$ cat src/rtl/vpriv_pkg.sv
package vpriv_pkg;

    typedef enum logic [1:0] {
        PRV_U   = 2'b00,
        PRV_S   = 2'b01,
        PRV_RSV = 2'b10,
        PRV_M   = 2'b11
    } prv_e;

    typedef enum logic [1:0] {
        TGT_M   = 2'b00,
        TGT_HS  = 2'b01,
        TGT_GS  = 2'b10,
        TGT_ALT = 2'b11
    } tgt_e;

    typedef struct packed {
        logic mpv;
        prv_e mpp;
        logic mpie;
        logic mie;
        logic mtl;
        logic spv;
        logic spp;
        logic spie;
        logic sie;
        logic stl;
    } stk_t;

    typedef struct packed {
        prv_e prv;
        logic virt;
        stk_t stk;
    } hart_t;

    localparam hart_t HART_RESET = '{prv: PRV_M, virt: 1'b0, stk: '0};

    // Collapse the alias code and fall back from guest to host level when no guest runs.
    function automatic tgt_e resolve_tgt(tgt_e t, logic virt);
        tgt_e r;
        r = t;
        if (t == TGT_ALT) r = TGT_M;
        else if (t == TGT_GS && !virt) r = TGT_HS;
        return r;
    endfunction

    // Supervisor-level return; force_spv models the hypervisor return's pre-step.
    function automatic hart_t sret_apply(hart_t h, logic force_spv);
        hart_t r;
        logic  pv;
        r          = h;
        pv         = force_spv ? 1'b1 : h.stk.spv;
        r.stk.spv  = pv;
        r.prv      = h.stk.spp ? PRV_S : PRV_U;
        r.virt     = h.virt ? 1'b1 : pv;
        r.stk.spp  = 1'b0;
        r.stk.sie  = h.stk.spie;
        r.stk.spie = 1'b1;
        return r;
    endfunction

endpackage

$ cat src/rtl/vpriv_trap_unit.sv
module vpriv_trap_unit
    import vpriv_pkg::*;
(
    input  hart_t cur_i,
    input  tgt_e  tgt_i,
    input  logic  xlat_flt_i,
    output hart_t nxt_o
);

    tgt_e eff_tgt;
    logic tl_val;

    assign eff_tgt = resolve_tgt(tgt_i, cur_i.virt);
    assign tl_val  = xlat_flt_i ? 1'b0 : cur_i.virt;

    always_comb begin
        nxt_o = cur_i;
        case (eff_tgt)
            TGT_HS: begin
                nxt_o.stk.spv  = cur_i.virt;
                nxt_o.stk.spp  = (cur_i.prv != PRV_U);
                nxt_o.stk.spie = cur_i.stk.sie;
                nxt_o.stk.sie  = 1'b0;
                nxt_o.stk.stl  = tl_val;
                nxt_o.prv      = PRV_S;
                nxt_o.virt     = 1'b0;
            end
            TGT_GS: begin
                nxt_o.stk.spp  = (cur_i.prv != PRV_U);
                nxt_o.stk.spie = cur_i.stk.sie;
                nxt_o.stk.sie  = 1'b0;
                nxt_o.prv      = PRV_S;
                nxt_o.virt     = 1'b1;
            end
            default: begin
                nxt_o.stk.mpv  = cur_i.virt;
                nxt_o.stk.mpp  = cur_i.prv;
                nxt_o.stk.mpie = cur_i.stk.mie;
                nxt_o.stk.mie  = 1'b0;
                nxt_o.stk.mtl  = tl_val;
                nxt_o.prv      = PRV_M;
                nxt_o.virt     = 1'b0;
            end
        endcase
    end

endmodule

$ cat src/rtl/vpriv_ret_unit.sv
module vpriv_ret_unit
    import vpriv_pkg::*;
(
    input  hart_t cur_i,
    input  logic  mret_i,
    input  logic  sret_i,
    input  logic  hret_i,
    input  logic  tsr_i,
    output hart_t nxt_o,
    output logic  take_o,
    output logic  illegal_o
);

    logic in_m, in_hs, in_vs;

    assign in_m  = (cur_i.prv == PRV_M);
    assign in_hs = !cur_i.virt && (cur_i.prv == PRV_S);
    assign in_vs = cur_i.virt && (cur_i.prv == PRV_S);

    always_comb begin
        nxt_o     = cur_i;
        take_o    = 1'b0;
        illegal_o = 1'b0;
        if (mret_i) begin
            if (in_m) begin
                take_o         = 1'b1;
                nxt_o.prv      = cur_i.stk.mpp;
                nxt_o.virt     = (cur_i.stk.mpp == PRV_M) ? 1'b0 : cur_i.stk.mpv;
                nxt_o.stk.mpp  = PRV_U;
                nxt_o.stk.mie  = cur_i.stk.mpie;
                nxt_o.stk.mpie = 1'b1;
            end else begin
                illegal_o = 1'b1;
            end
        end else if (hret_i) begin
            if (in_m || (in_hs && !tsr_i)) begin
                take_o = 1'b1;
                nxt_o  = sret_apply(cur_i, 1'b1);
            end else begin
                illegal_o = 1'b1;
            end
        end else if (sret_i) begin
            if (in_m || in_vs || (in_hs && !tsr_i)) begin
                take_o = 1'b1;
                nxt_o  = sret_apply(cur_i, 1'b0);
            end else begin
                illegal_o = 1'b1;
            end
        end
    end

endmodule

$ cat src/rtl/vpriv_ctrl.sv
module vpriv_ctrl
    import vpriv_pkg::*;
(
    input  logic       clk,
    input  logic       rst,
    input  logic       trap_i,
    input  logic [1:0] trap_tgt_i,
    input  logic       trap_xlat_flt_i,
    input  logic       mret_i,
    input  logic       sret_i,
    input  logic       hret_i,
    input  logic       tsr_i,
    output logic [1:0] priv_o,
    output logic       virt_o,
    output logic       illegal_o,
    output logic       vswap_o,
    output logic       mpv_o,
    output logic [1:0] mpp_o,
    output logic       mpie_o,
    output logic       mie_o,
    output logic       mtl_o,
    output logic       spv_o,
    output logic       spp_o,
    output logic       spie_o,
    output logic       sie_o,
    output logic       stl_o
);

    hart_t cur_q, nxt, trap_nxt, ret_nxt;
    logic  ret_take, ret_bad;
    logic  ill_q, swap_q;

    vpriv_trap_unit u_trap (
        .cur_i      (cur_q),
        .tgt_i      (tgt_e'(trap_tgt_i)),
        .xlat_flt_i (trap_xlat_flt_i),
        .nxt_o      (trap_nxt)
    );

    vpriv_ret_unit u_ret (
        .cur_i     (cur_q),
        .mret_i    (mret_i),
        .sret_i    (sret_i),
        .hret_i    (hret_i),
        .tsr_i     (tsr_i),
        .nxt_o     (ret_nxt),
        .take_o    (ret_take),
        .illegal_o (ret_bad)
    );

    // A trap pre-empts whatever return was in flight.
    always_comb begin
        if (trap_i)        nxt = trap_nxt;
        else if (ret_take) nxt = ret_nxt;
        else               nxt = cur_q;
    end

    always_ff @(posedge clk) begin
        if (rst) begin
            cur_q  <= HART_RESET;
            ill_q  <= 1'b0;
            swap_q <= 1'b0;
        end else begin
            cur_q  <= nxt;
            ill_q  <= !trap_i && ret_bad;
            swap_q <= (nxt.virt != cur_q.virt);
        end
    end

    assign priv_o    = cur_q.prv;
    assign virt_o    = cur_q.virt;
    assign illegal_o = ill_q;
    assign vswap_o   = swap_q;
    assign mpv_o     = cur_q.stk.mpv;
    assign mpp_o     = cur_q.stk.mpp;
    assign mpie_o    = cur_q.stk.mpie;
    assign mie_o     = cur_q.stk.mie;
    assign mtl_o     = cur_q.stk.mtl;
    assign spv_o     = cur_q.stk.spv;
    assign spp_o     = cur_q.stk.spp;
    assign spie_o    = cur_q.stk.spie;
    assign sie_o     = cur_q.stk.sie;
    assign stl_o     = cur_q.stk.stl;

endmodule

$ cat config.mk
export PLATFORM = sky130hd
export DESIGN_NAME = vpriv_ctrl
export DESIGN_NICKNAME = d
export VERILOG_FILES = /design/src/rtl/vpriv_pkg.sv /design/src/rtl/vpriv_trap_unit.sv /design/src/rtl/vpriv_ret_unit.sv /design/src/rtl/vpriv_ctrl.sv
export SDC_FILE = /design/constraint.sdc
export NUM_CORES = 1
export LEC_CHECK = 0
export ABC_CLOCK_PERIOD_IN_PS = 1800
export BUFFER_PORTS_ARGS = -buffer_cell sky130_fd_sc_hd__buf_2
export CAP_MARGIN = 20
export CORE_UTILIZATION = 35
export CTS_BUF_LIST = sky130_fd_sc_hd__clkbuf_16
export CTS_CLUSTER_DIAMETER = 60
export DETAILED_ROUTE_END_ITERATION = 10
export PLACE_DENSITY = 0.62
export RECOVER_POWER = 100
export SYNTH_ARGS = -nofsm -noshare
export SYNTH_HDL_FRONTEND = slang
export SYNTH_SLANG_ARGS = --single-unit
$ cat constraint.sdc
create_clock -name clk -period 1.8 [get_ports clk]
set_input_delay 0.27 -clock clk [delete_from_list [all_inputs] [get_ports clk]]
set_output_delay 0.27 -clock clk [all_outputs]
set_load 0.01 [all_outputs]
* Yosys cells after proc, flatten, opt, wreduce, memory -nomap -nowiden *
Index checks and enable logic that the tools add are counted.

cells by class
  reductions and logical operators = 28
  equal/unequal tests = 15
  mux-type cells = 35
  bitwise operators = 1

operators by type and width
  operator            count
  $mux 14             6
  $mux 1              19
  $mux 6              2
  $reduce_bool 2->1   6
  $eq 2x2->1 const B  5
  $reduce_and 5->1    2
  $mux 3              3
  $mux 4              2
  $reduce_bool 4->1   2
  $ne 2x2->1 const B  3
  $ne 3x2->1 const B  2
  $pmux 3 s2          1
  $reduce_and 6->1    1
  $reduce_bool 3->1   2
  $logic_and 1x1->1   5
  $eq 2x1->1 const B  2
  $mux 2              2
  $ne 4x3->1 const B  1
  $reduce_and 2->1    2
  $reduce_and 4->1    1
  $logic_not 1->1     3
  $logic_or 1x1->1    3
  $ne 2x1->1 const B  1
  $reduce_or 2->1     1
  2 further kinds     2

storage, ports and cells
  bits in registers = 16
  logic and storage cells = 93

* Longest topological paths before layout *
Gate-level depths: netlist of the first run.

  word-level depth = 11
  gate-level depth with buffers = 7
  gate-level depth less buffers = 5

* Hierarchy *
Synthesis of the first run repeated with hierarchy kept, for this count alone.

second synthesis, totals
  cell total of the unflattened synthesis = 138
  area total of the unflattened synthesis = 1204.9 sq um

by module, submodules not included
  module           instances  area an instance (sq um)  seq. area each (sq um)  cells each
  vpriv_ctrl       1          750.7                     320.3                   71
  vpriv_ret_unit   1          251.5                     0.0                     38
  vpriv_trap_unit  1          202.7                     0.0                     29

* Worst setup path before layout of the first run *
No wires, ideal clock.

  path kind = register -> register
  start = register cur_q, in the netlist virt_o
  end = register swap_q (netlist: vswap_o)
  slack = 0.365 ns
  data required time = 1.721 ns
  arrival = 1.356 ns
  cell stages (with the launch flop) = 6
  buffers on the path = 1
  cell sequence = dfxtp_1 > buf_6 > mux2i_2 > a21oi_2 > or3_1 > o221ai_2

between the ends
  word-level cells in the longest chain between the ends = 11
  elaborated cells on any way between the ends = 28

ends and longest elaborated chain
  item                                      RTL line                                    RTL
  start, declared                           vpriv_ctrl.sv:29                            hart_t cur_q, nxt, trap_nxt, ret_nxt;
  start signal, assigned                    vpriv_ctrl.sv:64                            cur_q <= nxt;
  $logic_not 1->1                           vpriv_pkg.sv:43, vpriv_ret_unit.sv:17
  $logic_and 1x1->1                         vpriv_ret_unit.sv:17                        assign in_hs = !cur_i.virt && (cur_i.prv == PRV_S);
  $logic_and 1x1->1                         vpriv_ret_unit.sv:36, vpriv_ret_unit.sv:43
  $logic_or 1x1->1                          vpriv_ret_unit.sv:43                        if (in_m || in_vs || (in_hs && !tsr_i)) begin
  $mux 14 / $mux 1 (equally long branches)  vpriv_ret_unit.sv:43
  $mux 14 / $mux 1 (equally long branches)  vpriv_ret_unit.sv:42                        end else if (sret_i) begin
  $mux 14 / $mux 1 (equally long branches)  vpriv_ret_unit.sv:35                        end else if (hret_i) begin
  $mux 3 / $mux 1 (equally long branches)   vpriv_ret_unit.sv:24                        if (mret_i) begin
  $mux 14                                   vpriv_ctrl.sv:54                            else if (ret_take) nxt = ret_nxt;
  $mux 14                                   vpriv_ctrl.sv:53                            if (trap_i) nxt = trap_nxt;
  $ne 1x1->1 *                              vpriv_ctrl.sv:66                            swap_q <= (nxt.virt != cur_q.virt);
  end signal, assigned                      vpriv_ctrl.sv:66
  end, declared                             vpriv_ctrl.sv:31                            logic ill_q, swap_q;

Every way passes the cells marked *; elsewhere a longest branch is shown, timed or not. The select of a mux whose other input is x is not followed.
A chain may end at the register's enable or synchronous reset.

* Worst setup path in the final report of the first run *
Same ends and word-level chain as after synthesis.

==> impl_metrics.ini, run 1 <==
[place]
hpwl_um = 1430
port_buffers = 25
place_congestion = 0.912
placedCellCount = 149

[yosys]
syn_area_per_cell_um2 = 8.21
syn_inst = 100
syn_area_um2 = 821
synth-edff-count = 0
ys_seq_area_share_pct = 39.0
synth_nets = 110
dominantRegCellSynth = dfxtp_1
synth_commonest_cells = dfxtp_1 (16), nand2_1 (14), nor2_1 (10)
synth.distinct_cells = 37
async_reset_ff_share_pct = 0
ys_ff_latch = 16
ys_warn_count = 0
synth.most_common_cell = dfxtp_1
synth_top_area_share_pct = 39.0
ys_top_cells_by_area = dfxtp_1 (39%), nand2_1 (6.4%), nor2_1 (4.6%)
synth.largest_area_cell = dfxtp_1

[detailed_routing]
first_iter_violations = 21
routedWlPerCell_um = 12.9
drc = 0
dr.pass1.iters = 4
via_count = 819
wl_um = 1970
via_per_inst = 5.35
antenna_left = 0

[timing]
fin_setup_tns_ps = 0
clock.fmax_ghz = 0.639
period_share_pct = 87.0
period_needed_ps = 1570
worst_pin_slew_ps = 423
fin_skew_ps = 3.80
hold_viol = 0
setup_violations = 0
slew_headroom_pct = 71.6
slew_viol_final = 0
rsz0062_at_grt = no

[worst_setup_path]
cp-startpoint = virt_o
crit_path_start_kind = register
reg2reg_to = vswap_o
reg2reg_depth = 4
path_class = register to register
cp.arrival_ps = 1730
cp-end-kind = register
critPathMaxFanout = 10
r2r-start = virt_o
required_ps = 1970
reg2reg_slack_ps = 230

[power_and_ir_drop]
power_leakage_nw = 0.380
ir_drop_mv = 0.378
p_per_area_nw_per_um2 = 949

[min_path]
hold_path_depth = 4
min_from = trap_xlat_flt_i
hold_class = primary input to register
hold_end = mtl_o

[job]
cap_violations = 0

[cts]
numCtsBuffers = 3
path_clk_slew_ps = 50
clock-sinks = 16
cts_setup_buffers = 0
clock_path_buffers = 2
cts_resized = 0
htreeDepth = 1
cts-root-buf = clkbuf_16
insertion_delay_ps = 240
cts_tree = built
cts_hold_buf = 0

[floorplanning]
die_width_um = 50.4
die-area_um2 = 2540
ios = 26
initial_core_util_pct = 37.1
die_h_um = 50.4
core_area_um2 = 2210
rows = 17

[grt]
antenna_found_initial = 0
grt_pass1_vias = 770
grt_use_total_pct = 17.6
grt_start_max_net_pins = 17
grt_pass1_wl_um = 3300
grt-ovfl-total = 0

[finish]
final-instance-count-excl-fill = 153
ff_latch_area_um2 = 320
antenna_cells = 0
syn_to_final_growth_pct = 21.2
multi_input_area_um2 = 434
fillers = 243
drive_gt1_share_pct = 11.2
final_nets = 136

[status]
status = complete, no violations
==> worst max path at each step <==
stage | end | slack [ps]
3_5_place_dp | vswap_o | 260
2_1_floorplan | vswap_o | 360
5_1_grt | vswap_o | 100
6_report | vswap_o | 230
4_1_cts | vswap_o | 250
3_3_place_gp | vswap_o | 320
==> final cells by class <==
type                       instances  share of cell area, %
sequential                        16                   32.2
multi-input combinational         74                   43.6
clock inverter                     1                  0.377
timing repair buffer              27                   11.2
tap                               28                   3.52
inverter                           4                   1.51
clock buffer                       3                   7.55
==> cell families after synthesis <==
kind of cell / synth area share [%]
simple gates: 22.1
compound gates: 27.3
flops: 39.0
buf+inv: 6.40
mux: 4.12
xor+xnor: 1.07
==> power by group <==
group,total (mW),internal (mW),switching (mW),leakage [nW]
combinational,0.126,0.0471,0.0786,0.210
clock,0.427,0.294,0.133,0.0385
sequential,0.391,0.372,0.0192,0.131
total,0.944,0.714,0.230,0.380
==> registers in the layout, summed over array words and instances (netlist names) <==
name	count
mpie_o	1
illegal_o	1
spv_o	1
mpv_o	1
mtl_o	1
vswap_o	1
sie_o	1
spp_o	1
priv_o	2
virt_o	1
mpp_o	2
stl_o	1
mie_o	1
spie_o	1
==> critical path, stage by stage, from the launching register on <==
cell	delay [ps]
dfxtp_1	510
mux2i_1	280
a21oi_1	150
or3_1	410
o221ai_2	150
==> cells in the final DEF (no fill, tap or decap), drive strengths merged, types with 2 or more instances in the layout <==
master,instances
a211oi,2
a21boi,2
a21oi,7
a22oi,3
a31oi,2
buf,8
clkbuf,22
dfxtp,16
inv,4
mux2i,3
nand2,15
nand2b,3
nand3,5
nor2,10
nor3,2
o21ai,4
o221ai,2
or3,2
==> per-layer routing <==
layer	wire length [um]	GRT usage (%)	up-vias
li1	-	-	407
met1	940	21.6	377
met2	872	27.8	28
met3	113	5.15	7
met4	43	8.80	0
met5	0	0	-
==> per-stage QoR <==
stage | util [%] | cell area, um^2 | hold slack, ps | power (mW) | setup WS [ps]
final | 45.0 | 995 | 364 | 0.944 | 235
after global routing | 45.0 | 995 | 387 | 0.993 | 104
after CTS | 46.9 | 1040 | 368 | 0.969 | 254
after detailed placement | 43.3 | 958 | 468 | 0.534 | 262
after global placement | 43.3 | 958 | 454 | 0.532 | 316
after floorplan | - | 821 | 343 | 0.486 | 365
(Power assumes the default switching activity.)
==> inputs of run 2 (changes only) <==
- ABC_AREA: not set -> 1
==> run 2 against run 1 <==
Synthesized cell count up 29%. First-iteration DRC count up 4.8%. Setup slack better by 10 ps. Count of clock-buffer cells in the layout unchanged. Final area up 8.4%. Die area up 7.0%. Register-to-register slack about the same. Non-clock buffer count down 1.
==> impl_metrics.ini, run 2 <==
[timing]
hold_viol = 0
fin_setup_tns_ps = 0
clock.fmax_ghz = 0.643
period_share_pct = 86.4
worst_pin_slew_ps = 285
period_needed_ps = 1550
fin_ws_ps = 245
fin_skew_ps = 1.71
slew_viol_final = 0
rsz0062_at_grt = no
hold-worst-slack_ps = 306
slew_headroom_pct = 81.0
setup_violations = 0

[grt]
busiest_layer = met2
grt_pass1_wl_um = 3600
grt-ovfl-total = 0
use_met3_pct = 4.39
grt_pass1_vias = 807
grt.met2_usage_pct = 27.8
grt_use_total_pct = 18.9
antenna_found_initial = 0
grt_start_max_net_pins = 13
use_met1_pct = 24.5

[yosys]
async_reset_ff_share_pct = 0
synth_commonest_cells = nand2_1 (23), dfxtp_1 (16), inv_1 (14)
synth_top_area_share_pct = 36.4
ys_ff_latch = 16
syn_area_um2 = 881
ys_seq_area_share_pct = 36.4
synth.most_common_cell = nand2_1
syn_inst = 129
ys_top_cells_by_area = dfxtp_1 (36%), nand2_1 (9.8%), nand3_1 (6.3%)
synth.distinct_cells = 28
synth-edff-count = 0
dominantRegCellSynth = dfxtp_1
ys_warn_count = 0
syn_area_per_cell_um2 = 6.83
synth.largest_area_cell = dfxtp_1
synth_nets = 139

[floorplanning]
initial_core_util_pct = 38.3
die_width_um = 52.2
die_h_um = 52.2
ios = 26
core_area_um2 = 2300
die-area_um2 = 2720
rows = 17

[cts]
cts_setup_buffers = 0
cts-root-buf = clkbuf_16
clock-sinks = 16
htreeDepth = 1
path_clk_slew_ps = 50
numCtsBuffers = 3
clock_path_buffers = 2
cts_resized = 0
insertion_delay_ps = 250
cts_hold_buf = 0
cts_tree = built

[place]
hpwl_um = 1640
place_area_um2 = 1030
placedCellCount = 180
pre_cts_ws_ps = 357
place_congestion = 0.852
port_buffers = 25

[worst_setup_path]
cp-end-kind = register
reg2reg_slack_ps = 250
critPathMaxFanout = 7
path_class = register to register
reg2reg_to = sie_o
cp.arrival_ps = 1690
r2r-start = virt_o
required_ps = 1930
crit_path_start_kind = register
reg2reg_depth = 11

[job]
cap_violations = 0

[min_path]
min_from = trap_xlat_flt_i
hold_end = stl_o
hold_path_depth = 4
hold_class = primary input to register

[finish]
fin_area_um2 = 1080
final_nets = 167
multi_input_area_um2 = 460
syn_to_final_growth_pct = 22.4
layout_common_cells = nand2_1 (23), dfxtp_1 (16), clkbuf_1 (16), inv_1 (15)
antenna_cells = 0
fillers = 249
final-instance-count-excl-fill = 184
final_util_pct = 46.9
ff_latch_area_um2 = 320
final_common_cell = nand2_1
drive_gt1_share_pct = 18.6

[detailed_routing]
antenna_left = 0
dr.pass1.iters = 4
drc = 0
routedWlPerCell_um = 11.6
wl_um = 2130
via_count = 911
via_per_inst = 4.95
first_iter_violations = 22

[power_and_ir_drop]
ir_drop_mv = 0.465
power_leakage_nw = 0.490
power.total_mw = 1.05
p_per_area_nw_per_um2 = 969

[status]
status = complete, no violations
[run 2: logic make-up (layout without fill, tap and decap cells)]
family	Yosys count	count (layout)	synth area share (%)
AOI/OAI and AO/OA	28	28	19.2
buffers and inverters	22	49	10.2
DFF	16	16	36.4
and+or+nand+nor	63	63	34.2
[run 2: power breakdown]
part	switching [mW]	internal (mW)	total, mW
logic	0.133	0.0693	0.202
clock network	0.144	0.295	0.439
registers	0.0221	0.382	0.404
total	0.299	0.746	1.05
[run 2: worst max-delay path: stages, from the launching register on]
cell and delay, ps:
dfxtp_1 440, inv_1 140, nand3_1 160, nand3_1 130, nand2_2 120, nand2_2 60, nand2_1 70, nand2_2 80
inv_2 70, nor2_2 30, nor2_1 90, nor2_1 50
[run 2: area by class of cell]
class / count / share of cell area, %
timing repair buffer: 26 / 10.2
clock buffer: 3 / 6.96
sequential: 16 / 29.7
tap: 28 / 3.25
multi-input combinational: 91 / 42.7
inverter: 19 / 6.84
clock inverter: 1 / 0.348
[run 2: how the worst max path moves through the flow]
stage,start,endpoint
2_1_floorplan,virt_o,sie_o
5_1_grt,virt_o,sie_o
4_1_cts,virt_o,sie_o
3_5_place_dp,virt_o,sie_o
3_3_place_gp,virt_o,sie_o
6_report,virt_o,sie_o
[run 2: layer usage]
layer / part of all wire [%] / up-vias / wire (um)
met1: 50 / 405 / 1070
met4: 2.5 / 0 / 53
met5: 0 / - / 0
met2: 43 / 25 / 908
met3: 4.5 / 5 / 97
li1: - / 476 / -
